[config.mk]
export PLATFORM = sky130hd
export DESIGN_NAME = i2c_irq_ctrl
export DESIGN_NICKNAME = d
export VERILOG_FILES = /design/src/rtl/i2c_irq_pkg.sv /design/src/rtl/i2c_irq_status.sv /design/src/rtl/i2c_irq_prio.sv /design/src/rtl/i2c_irq_out.sv /design/src/rtl/i2c_irq_ctrl.sv
export SDC_FILE = /design/constraint.sdc
export NUM_CORES = 1
export LEC_CHECK = 0
export ABC_AREA = 1
export BUFFER_PORTS_ARGS = -buffer_cell sky130_fd_sc_hd__clkbuf_2
export CORE_ASPECT_RATIO = 1.5
export CORE_MARGIN = 5
export CORE_UTILIZATION = 45
export CTS_CLUSTER_SIZE = 8
export DETAILED_ROUTE_END_ITERATION = 8
export PLACE_DENSITY = 0.8
export SYNTH_ARGS = -nofsm -noshare
export SYNTH_HDL_FRONTEND = slang
export SYNTH_SLANG_ARGS = --single-unit
[constraint.sdc]
create_clock -name clk -period 4 [get_ports clk]
set_input_delay 0.4 -clock clk [delete_from_list [all_inputs] [get_ports clk]]
set_output_delay 0.4 -clock clk [all_outputs]
set_load 0.05 [all_outputs]
[src/rtl/i2c_irq_pkg.sv]
// Shared constants for the I2C interrupt/DMA-request block.
// Assumes a 16-bit register data path and eight word addresses.
package i2c_irq_pkg;
    localparam int DATA_W = 16;
    localparam int ADDR_W = 3;

    typedef enum logic [ADDR_W-1:0] {
        A_IRQ_EN   = 3'd0,
        A_STATUS   = 3'd1,
        A_VECTOR   = 3'd2,
        A_DMA_CFG  = 3'd3,
        A_SELFTEST = 3'd4
    } reg_addr_e;

    localparam int B_RX_RDY  = 3;
    localparam int B_TX_RDY  = 4;
    localparam int B_BUSY    = 12;
    localparam int B_RX_DMA  = 15;
    localparam int B_TX_DMA  = 7;
    localparam int B_FORCE   = 11;

    localparam logic [DATA_W-1:0] STORED_MASK = 16'h8C3F;
    localparam logic [DATA_W-1:0] SW_CLR_MASK = 16'h0027;
    localparam logic [DATA_W-1:0] FORCE_MASK  = 16'h003F;
    localparam logic [DATA_W-1:0] DMA_MASK    = 16'h8080;
    localparam logic [7:0]        NEW_REV_MIN = 8'h34;
endpackage

[src/rtl/i2c_irq_status.sv]
// Status register. It merges set pulses, the three clear sources and the
// forced set into the stored bits. Set always wins over clear.
// Assumes: the clear inputs are already qualified by the variant.
module i2c_irq_status #(
    parameter int W = 16,
    parameter logic [W-1:0] KEEP = '1,
    parameter int RX_BIT = 3,
    parameter int TX_BIT = 4
) (
    input  logic         clk,
    input  logic         rst_n,
    input  logic [W-1:0] evt_set,
    input  logic [W-1:0] evt_clr,
    input  logic [W-1:0] sw_clr,
    input  logic [W-1:0] vec_clr,
    input  logic [W-1:0] force_set,
    output logic [W-1:0] stat_q,
    output logic [W-1:0] stat_d
);
    logic [W-1:0] all_clr;

    // Combine every clear source, then apply sets on top.
    always_comb begin
        all_clr = evt_clr | sw_clr | vec_clr;
        stat_d  = ((stat_q & ~all_clr) | evt_set | force_set) & KEEP;
    end

    // Status storage.
    always_ff @(posedge clk) begin
        if (!rst_n) stat_q <= '0;
        else        stat_q <= stat_d;
    end

    // a set pulse of a stored bit is visible after the edge.
    p_set_wins_r10: assert property (@(posedge clk) disable iff (!rst_n)
        ((evt_set & KEEP) != '0) |=> ((stat_q & $past(evt_set & KEEP)) == $past(evt_set & KEEP)));

    // software cannot clear the ready bits.
    p_rdy_hw_only_r5: assert property (@(posedge clk) disable iff (!rst_n)
        (stat_q[RX_BIT] && !evt_clr[RX_BIT] && !vec_clr[RX_BIT]) |=> stat_q[RX_BIT]);
    p_txrdy_hw_only_r5: assert property (@(posedge clk) disable iff (!rst_n)
        (stat_q[TX_BIT] && !evt_clr[TX_BIT] && !vec_clr[TX_BIT]) |=> stat_q[TX_BIT]);
endmodule

[src/rtl/i2c_irq_prio.sv]
// Lowest-bit-first priority encoder for the vector register.
// Returns the 1-based position of the lowest set bit, or 0 if none is set,
// and a one-hot mask of that bit.
module i2c_irq_prio #(
    parameter int W = 16,
    localparam int IDX_W = $clog2(W + 1)
) (
    input  logic [W-1:0]     pend,
    output logic [IDX_W-1:0] idx,
    output logic [W-1:0]     first
);
    // Scan from the top so that the lowest set bit is the last one written.
    always_comb begin
        idx   = '0;
        first = '0;
        for (int i = W - 1; i >= 0; i--) begin
            if (pend[i]) begin
                idx      = IDX_W'(i + 1);
                first    = '0;
                first[i] = 1'b1;
            end
        end
    end
endmodule

[src/rtl/i2c_irq_out.sv]
// Registered interrupt and DMA-request outputs. They are taken from the
// next-state values, so they change on the same edge as the registers.
module i2c_irq_out #(
    parameter int W = 16,
    parameter int RX_BIT = 3,
    parameter int TX_BIT = 4
) (
    input  logic         clk,
    input  logic         rst_n,
    input  logic [W-1:0] stat_d,
    input  logic [W-1:0] en_d,
    input  logic         rx_dma_d,
    input  logic         tx_dma_d,
    output logic         irq,
    output logic         rx_drq,
    output logic         tx_drq
);
    // Output registers.
    always_ff @(posedge clk) begin
        if (!rst_n) begin
            irq    <= 1'b0;
            rx_drq <= 1'b0;
            tx_drq <= 1'b0;
        end else begin
            irq    <= |(stat_d & en_d);
            rx_drq <= rx_dma_d & stat_d[RX_BIT];
            tx_drq <= tx_dma_d & stat_d[TX_BIT];
        end
    end
endmodule

[src/rtl/i2c_irq_ctrl.sv]
// Top level of the I2C interrupt/DMA-request logic. It decodes register
// accesses, holds the enable and DMA configuration, and selects the
// variant-specific clear paths.
// Assumes: at most one read and one write per cycle, single-cycle strobes.
module i2c_irq_ctrl
    import i2c_irq_pkg::*;
#(
    parameter logic [7:0] REV = 8'h10,
    localparam bit NEW_REV = (REV >= NEW_REV_MIN),
    localparam logic [DATA_W-1:0] EN_MASK = NEW_REV ? 16'h003F : 16'h001F,
    localparam int IDX_W = $clog2(DATA_W + 1)
) (
    input  logic              clk,
    input  logic              rst_n,
    input  logic              rd_en,
    input  logic              wr_en,
    input  logic [ADDR_W-1:0] addr,
    input  logic [DATA_W-1:0] wdata,
    output logic [DATA_W-1:0] rd_data,
    input  logic [DATA_W-1:0] evt_set,
    input  logic [DATA_W-1:0] evt_clr,
    input  logic              bus_busy,
    output logic              irq,
    output logic              rx_drq,
    output logic              tx_drq
);
    logic [DATA_W-1:0] stat_q, stat_d, en_q, en_d;
    logic              rx_dma_q, tx_dma_q, rx_dma_d, tx_dma_d;
    logic [DATA_W-1:0] sw_clr, vec_clr, force_set, first;
    logic [IDX_W-1:0]  vec_idx;
    logic [DATA_W-1:0] rd_mux;
    logic              wr_en_reg, wr_dma, wr_stat, wr_test, rd_vec;

    // Address decode.
    always_comb begin
        wr_en_reg = wr_en && (addr == A_IRQ_EN);
        wr_dma    = wr_en && (addr == A_DMA_CFG);
        wr_stat   = wr_en && (addr == A_STATUS);
        wr_test   = wr_en && (addr == A_SELFTEST);
        rd_vec    = rd_en && (addr == A_VECTOR);
    end

    i2c_irq_prio #(.W(DATA_W)) u_prio (
        .pend  (stat_q & en_q),
        .idx   (vec_idx),
        .first (first)
    );

    // The variant decides which software clear path exists.
    generate
        if (NEW_REV) begin : g_w1c
            assign sw_clr    = wr_stat ? (wdata & SW_CLR_MASK) : '0;
            assign force_set = (wr_test && wdata[B_FORCE]) ? FORCE_MASK : '0;
            assign vec_clr   = '0;
        end else begin : g_vector
            assign sw_clr    = '0;
            assign force_set = '0;
            assign vec_clr   = rd_vec ? first : '0;
        end
    endgenerate

    i2c_irq_status #(.W(DATA_W), .KEEP(STORED_MASK), .RX_BIT(B_RX_RDY), .TX_BIT(B_TX_RDY)) u_status (
        .clk       (clk),
        .rst_n     (rst_n),
        .evt_set   (evt_set),
        .evt_clr   (evt_clr),
        .sw_clr    (sw_clr),
        .vec_clr   (vec_clr),
        .force_set (force_set),
        .stat_q    (stat_q),
        .stat_d    (stat_d)
    );

    // Next state of the enable and DMA registers. A DMA enable masks its ready interrupt.
    always_comb begin
        en_d     = en_q;
        rx_dma_d = rx_dma_q;
        tx_dma_d = tx_dma_q;
        if (wr_en_reg) en_d = wdata & EN_MASK;
        if (wr_dma) begin
            rx_dma_d = wdata[B_RX_DMA];
            tx_dma_d = wdata[B_TX_DMA];
            if (wdata[B_RX_DMA]) en_d[B_RX_RDY] = 1'b0;
            if (wdata[B_TX_DMA]) en_d[B_TX_RDY] = 1'b0;
        end
    end

    // Enable and DMA configuration storage.
    always_ff @(posedge clk) begin
        if (!rst_n) begin
            en_q     <= '0;
            rx_dma_q <= 1'b0;
            tx_dma_q <= 1'b0;
        end else begin
            en_q     <= en_d;
            rx_dma_q <= rx_dma_d;
            tx_dma_q <= tx_dma_d;
        end
    end

    i2c_irq_out #(.W(DATA_W), .RX_BIT(B_RX_RDY), .TX_BIT(B_TX_RDY)) u_out (
        .clk      (clk),
        .rst_n    (rst_n),
        .stat_d   (stat_d),
        .en_d     (en_d),
        .rx_dma_d (rx_dma_d),
        .tx_dma_d (tx_dma_d),
        .irq      (irq),
        .rx_drq   (rx_drq),
        .tx_drq   (tx_drq)
    );

    // Read data selection.
    always_comb begin
        rd_mux = '0;
        case (addr)
            A_IRQ_EN:  rd_mux = en_q;
            A_STATUS: begin
                rd_mux         = stat_q;
                rd_mux[B_BUSY] = bus_busy;
            end
            A_VECTOR:  rd_mux = NEW_REV ? '0 : DATA_W'(vec_idx);
            A_DMA_CFG: begin
                rd_mux[B_RX_DMA] = rx_dma_q;
                rd_mux[B_TX_DMA] = tx_dma_q;
            end
            default:   rd_mux = '0;
        endcase
    end

    // Registered read port; zero when no read was issued.
    always_ff @(posedge clk) begin
        if (!rst_n)     rd_data <= '0;
        else if (rd_en) rd_data <= rd_mux;
        else            rd_data <= '0;
    end

    // the interrupt line tracks the stored status and enable.
    p_irq_match_r1: assert property (@(posedge clk) disable iff (!rst_n)
        irq == |(stat_q & en_q));

    // enabling receive DMA removes the receive-ready interrupt enable.
    p_dma_mask_r2: assert property (@(posedge clk) disable iff (!rst_n)
        (wr_en && addr == A_DMA_CFG && wdata[B_RX_DMA]) |=> !en_q[B_RX_RDY]);

    // the DMA requests track the ready bits while enabled.
    p_rx_drq_r3: assert property (@(posedge clk) disable iff (!rst_n)
        rx_drq == (rx_dma_q & stat_q[B_RX_RDY]));
    p_tx_drq_r3: assert property (@(posedge clk) disable iff (!rst_n)
        tx_drq == (tx_dma_q & stat_q[B_TX_RDY]));

    // a vector read clears at most one status bit.
    p_vec_onehot_r4: assert property (@(posedge clk) disable iff (!rst_n)
        $onehot0(vec_clr));
endmodule

==> impl_metrics.tcl <==
set metrics [dict create \
    routed_wirelength_um 4158 \
    num_vias 1698 \
    cts_root_buf "clkbuf_8" \
    initial_standard_cell_utilization_of_the_core_pct 46.57 \
    fin_total_pwr_uw 692.5 \
    detail_route.first_pass.iterations 4 \
    min_path_cells 3 \
    power.leakage_nw 1.068 \
    grt_first_pass_wirelength_um 6837 \
    mostFrequentLayoutCells "nand2_1 (79), clkbuf_2 (46), inv_1 (43)" \
    area.growth.synth_to_final_pct 18.92 \
    vias_per_cell 4.797 \
    cp_data_arrival_time_ns 1.80 \
    io-pin-count 75 \
    vdd_ir_drop_max_mv 0.2540 \
    globalRoute.totalOverflow 0 \
    netlist-cell-type-count 27 \
    final_common_cell "nand2_1" \
    core_area_mm2 0.003649 \
    drtAntennaViolNets 0 \
    finalWorstPathRequiredPeriod_ns 1.653 \
    portbufs 46 \
    tritoncts "built" \
    num-fill-cells 376 \
    dp_worst_setup_slack_ns 2.083 \
    synthesis.area_mm2 0.001699 \
    multiInputGateArea_um2 799.5 \
    worst_setup_hold_path_clk_slew_ns 0.06 \
    dp.final_hpwl_um 3156 \
    die-area_mm2 0.005130 \
    postSynth.asyncResetShare_pct 0 \
    cts-buffers-inserted 5 \
    share_of_cells_above_drive_strength_1_pct 19.94 \
    powerDensity_mw_per_mm2 342.7 \
    finalMaxSlewViolations 0 \
    cts_repair_resize_count 0 \
    floorplan.die.height_um 85.26 \
    final.setup.tns_ns 0 \
    finalWeightedCongestion 0.9111 \
    detailed_route_iter0_violations 52 \
    grt_pass1_vias 1681 \
    timing.final.hold_violations 0 \
    flip_flop_cell_with_the_highest_count_after_synthesis "dfxtp_1" \
    finalNetCount 368 \
    synth.top_cells.by_area "dfxtp_1 (40%), nand2_1 (17%), inv_1 (9.5%)" \
    finalSetupViolations 0 \
    regArea_um2 680.7 \
    postCtsSetupBuffers 0 \
    synth.ff_latch_count 34 \
    cell_count_after_synthesis 264 \
    holdBufCountCts 0 \
    worst-r2r-cell-count 12 \
    fin_clk_skew_ns 0.004735 \
    h_tree_level_count 2 \
    crit_type "input pin to register" \
    cp_data_required_time_ns 4.15 \
    grt_antenna_before_repair 0 \
    setup_slack_ns 2.347 \
    status "completed" \
    holdWs_ns 0.3308 \
    critPathMaxFanout 11 \
    clock_sinks 34 \
    seq_area_frac_synth_pct 40.06 \
    library_cell_occupying_the_most_area_in_the_post_synthesis_netlist "dfxtp_1" \
    syn_area_per_cell_um2 6.436 \
    grt_max_degree 24 \
    crit_path_start_kind "input pin" \
    crit_path_end_kind "register" \
    synth_enable_flop_cells 0 \
    drc 0 \
    grt.total_usage_pct 17.78 \
    synthesis_warning_total 0 \
    ctsLongestPathBuffers 2 \
    route.detailed.wl_per_inst_um 11.75 \
    timing.slew.headroom_pct 50.08 \
    hold_class "input pin to register" \
    worst_margin_pin_slew_ns 0.7480 \
    die_width_um 60.17 \
    maximum_clock_rate_mhz 605.0 \
    clk-insertion-delay-late_ns 0.29 \
    max_cap_viol_count 0 \
    antennaDiodeCount 0 \
    fraction_of_the_cycle_the_final_worst_path_needs_pct 41.32 \
    grt_setup_unrepaired "no" \
    synth_largest_type_area_fraction_pct 40.06 \
    floorplan.rows 27 \
]
-- through the flow --
step           std cells  cell area (µm²)  util [%]
6_report             354             2021     55.38
3_3_place_gp         348             1938     53.12
4_1_cts              354             2021     55.38
2_1_floorplan        268             1714         -
5_1_grt              354             2021     55.38
3_5_place_dp         348             1938     53.12
-- synth_stat cells, types with 3 or more instances --
cell       n
nand2_1   79
a21oi_1   15
buf_4      5
nand3_1   17
dfxtp_1   34
a31oi_1    4
clkbuf_1   3
nor3_1     5
inv_1     43
nor2_1    35
-- cells by family after synthesis --
logic type	synth area share (%)
AND/OR/NAND/NOR	36.45
flip-flops	40.06
buffers and inverters	13.77
other	0.2207
AO/OA/AOI/OAI	9.499
-- layout make-up --
cell class,count,share of cell area [%]
clock buffers,6,4.087
flip-flops and latches,34,33.68
well taps,43,2.663
multi-input cells,179,39.57
inverters,46,8.607
repair buffers,46,11.39
-- flip-flops by register name, indices dropped and copies added (netlist names) --
name             count
en_q                 9
rd_data             11
rx_dma_q             1
tx_dma_q             1
u_out.irq            1
u_out.rx_drq         1
u_out.tx_drq         1
u_status.stat_q      9
-- power by group --
group,internal [mW],total (mW),switching (mW)
registers,0.348,0.355,0.00663
clock network,0.133,0.252,0.120
logic,0.0272,0.0854,0.0581
-- layer usage --
layer  global-route usage [%]  share of wire [%]  vias up
li1                         -                  -      898
met1                    16.76                 36      745
met2                    33.76                 55       49
met3                    3.349                6.7        6
met4                    9.677                2.3        0
met5                        0                  0        -
-- path summary, 6_finish.rpt --
path                           start          end  slack [ns]
hold / removal              bus_busy  rd_data[12]        0.33
setup reg to reg  u_status.stat_q[2]    u_out.irq        2.42
setup / recovery             addr[0]    u_out.irq        2.35
hold reg to reg             tx_dma_q   rd_data[7]        0.45
-- critical path, stage by stage --
cell,delay [ns]
clkbuf_2,0.12
nor2_4,0.16
nand3_2,0.27
inv_1,0.21
o21ai_0,0.12
nand2_1,0.09
nand2_1,0.05
nor2_1,0.14
nand2_1,0.07
nor2_1,0.12
nor2_1,0.05
Power figures use the tool's default switching activity.
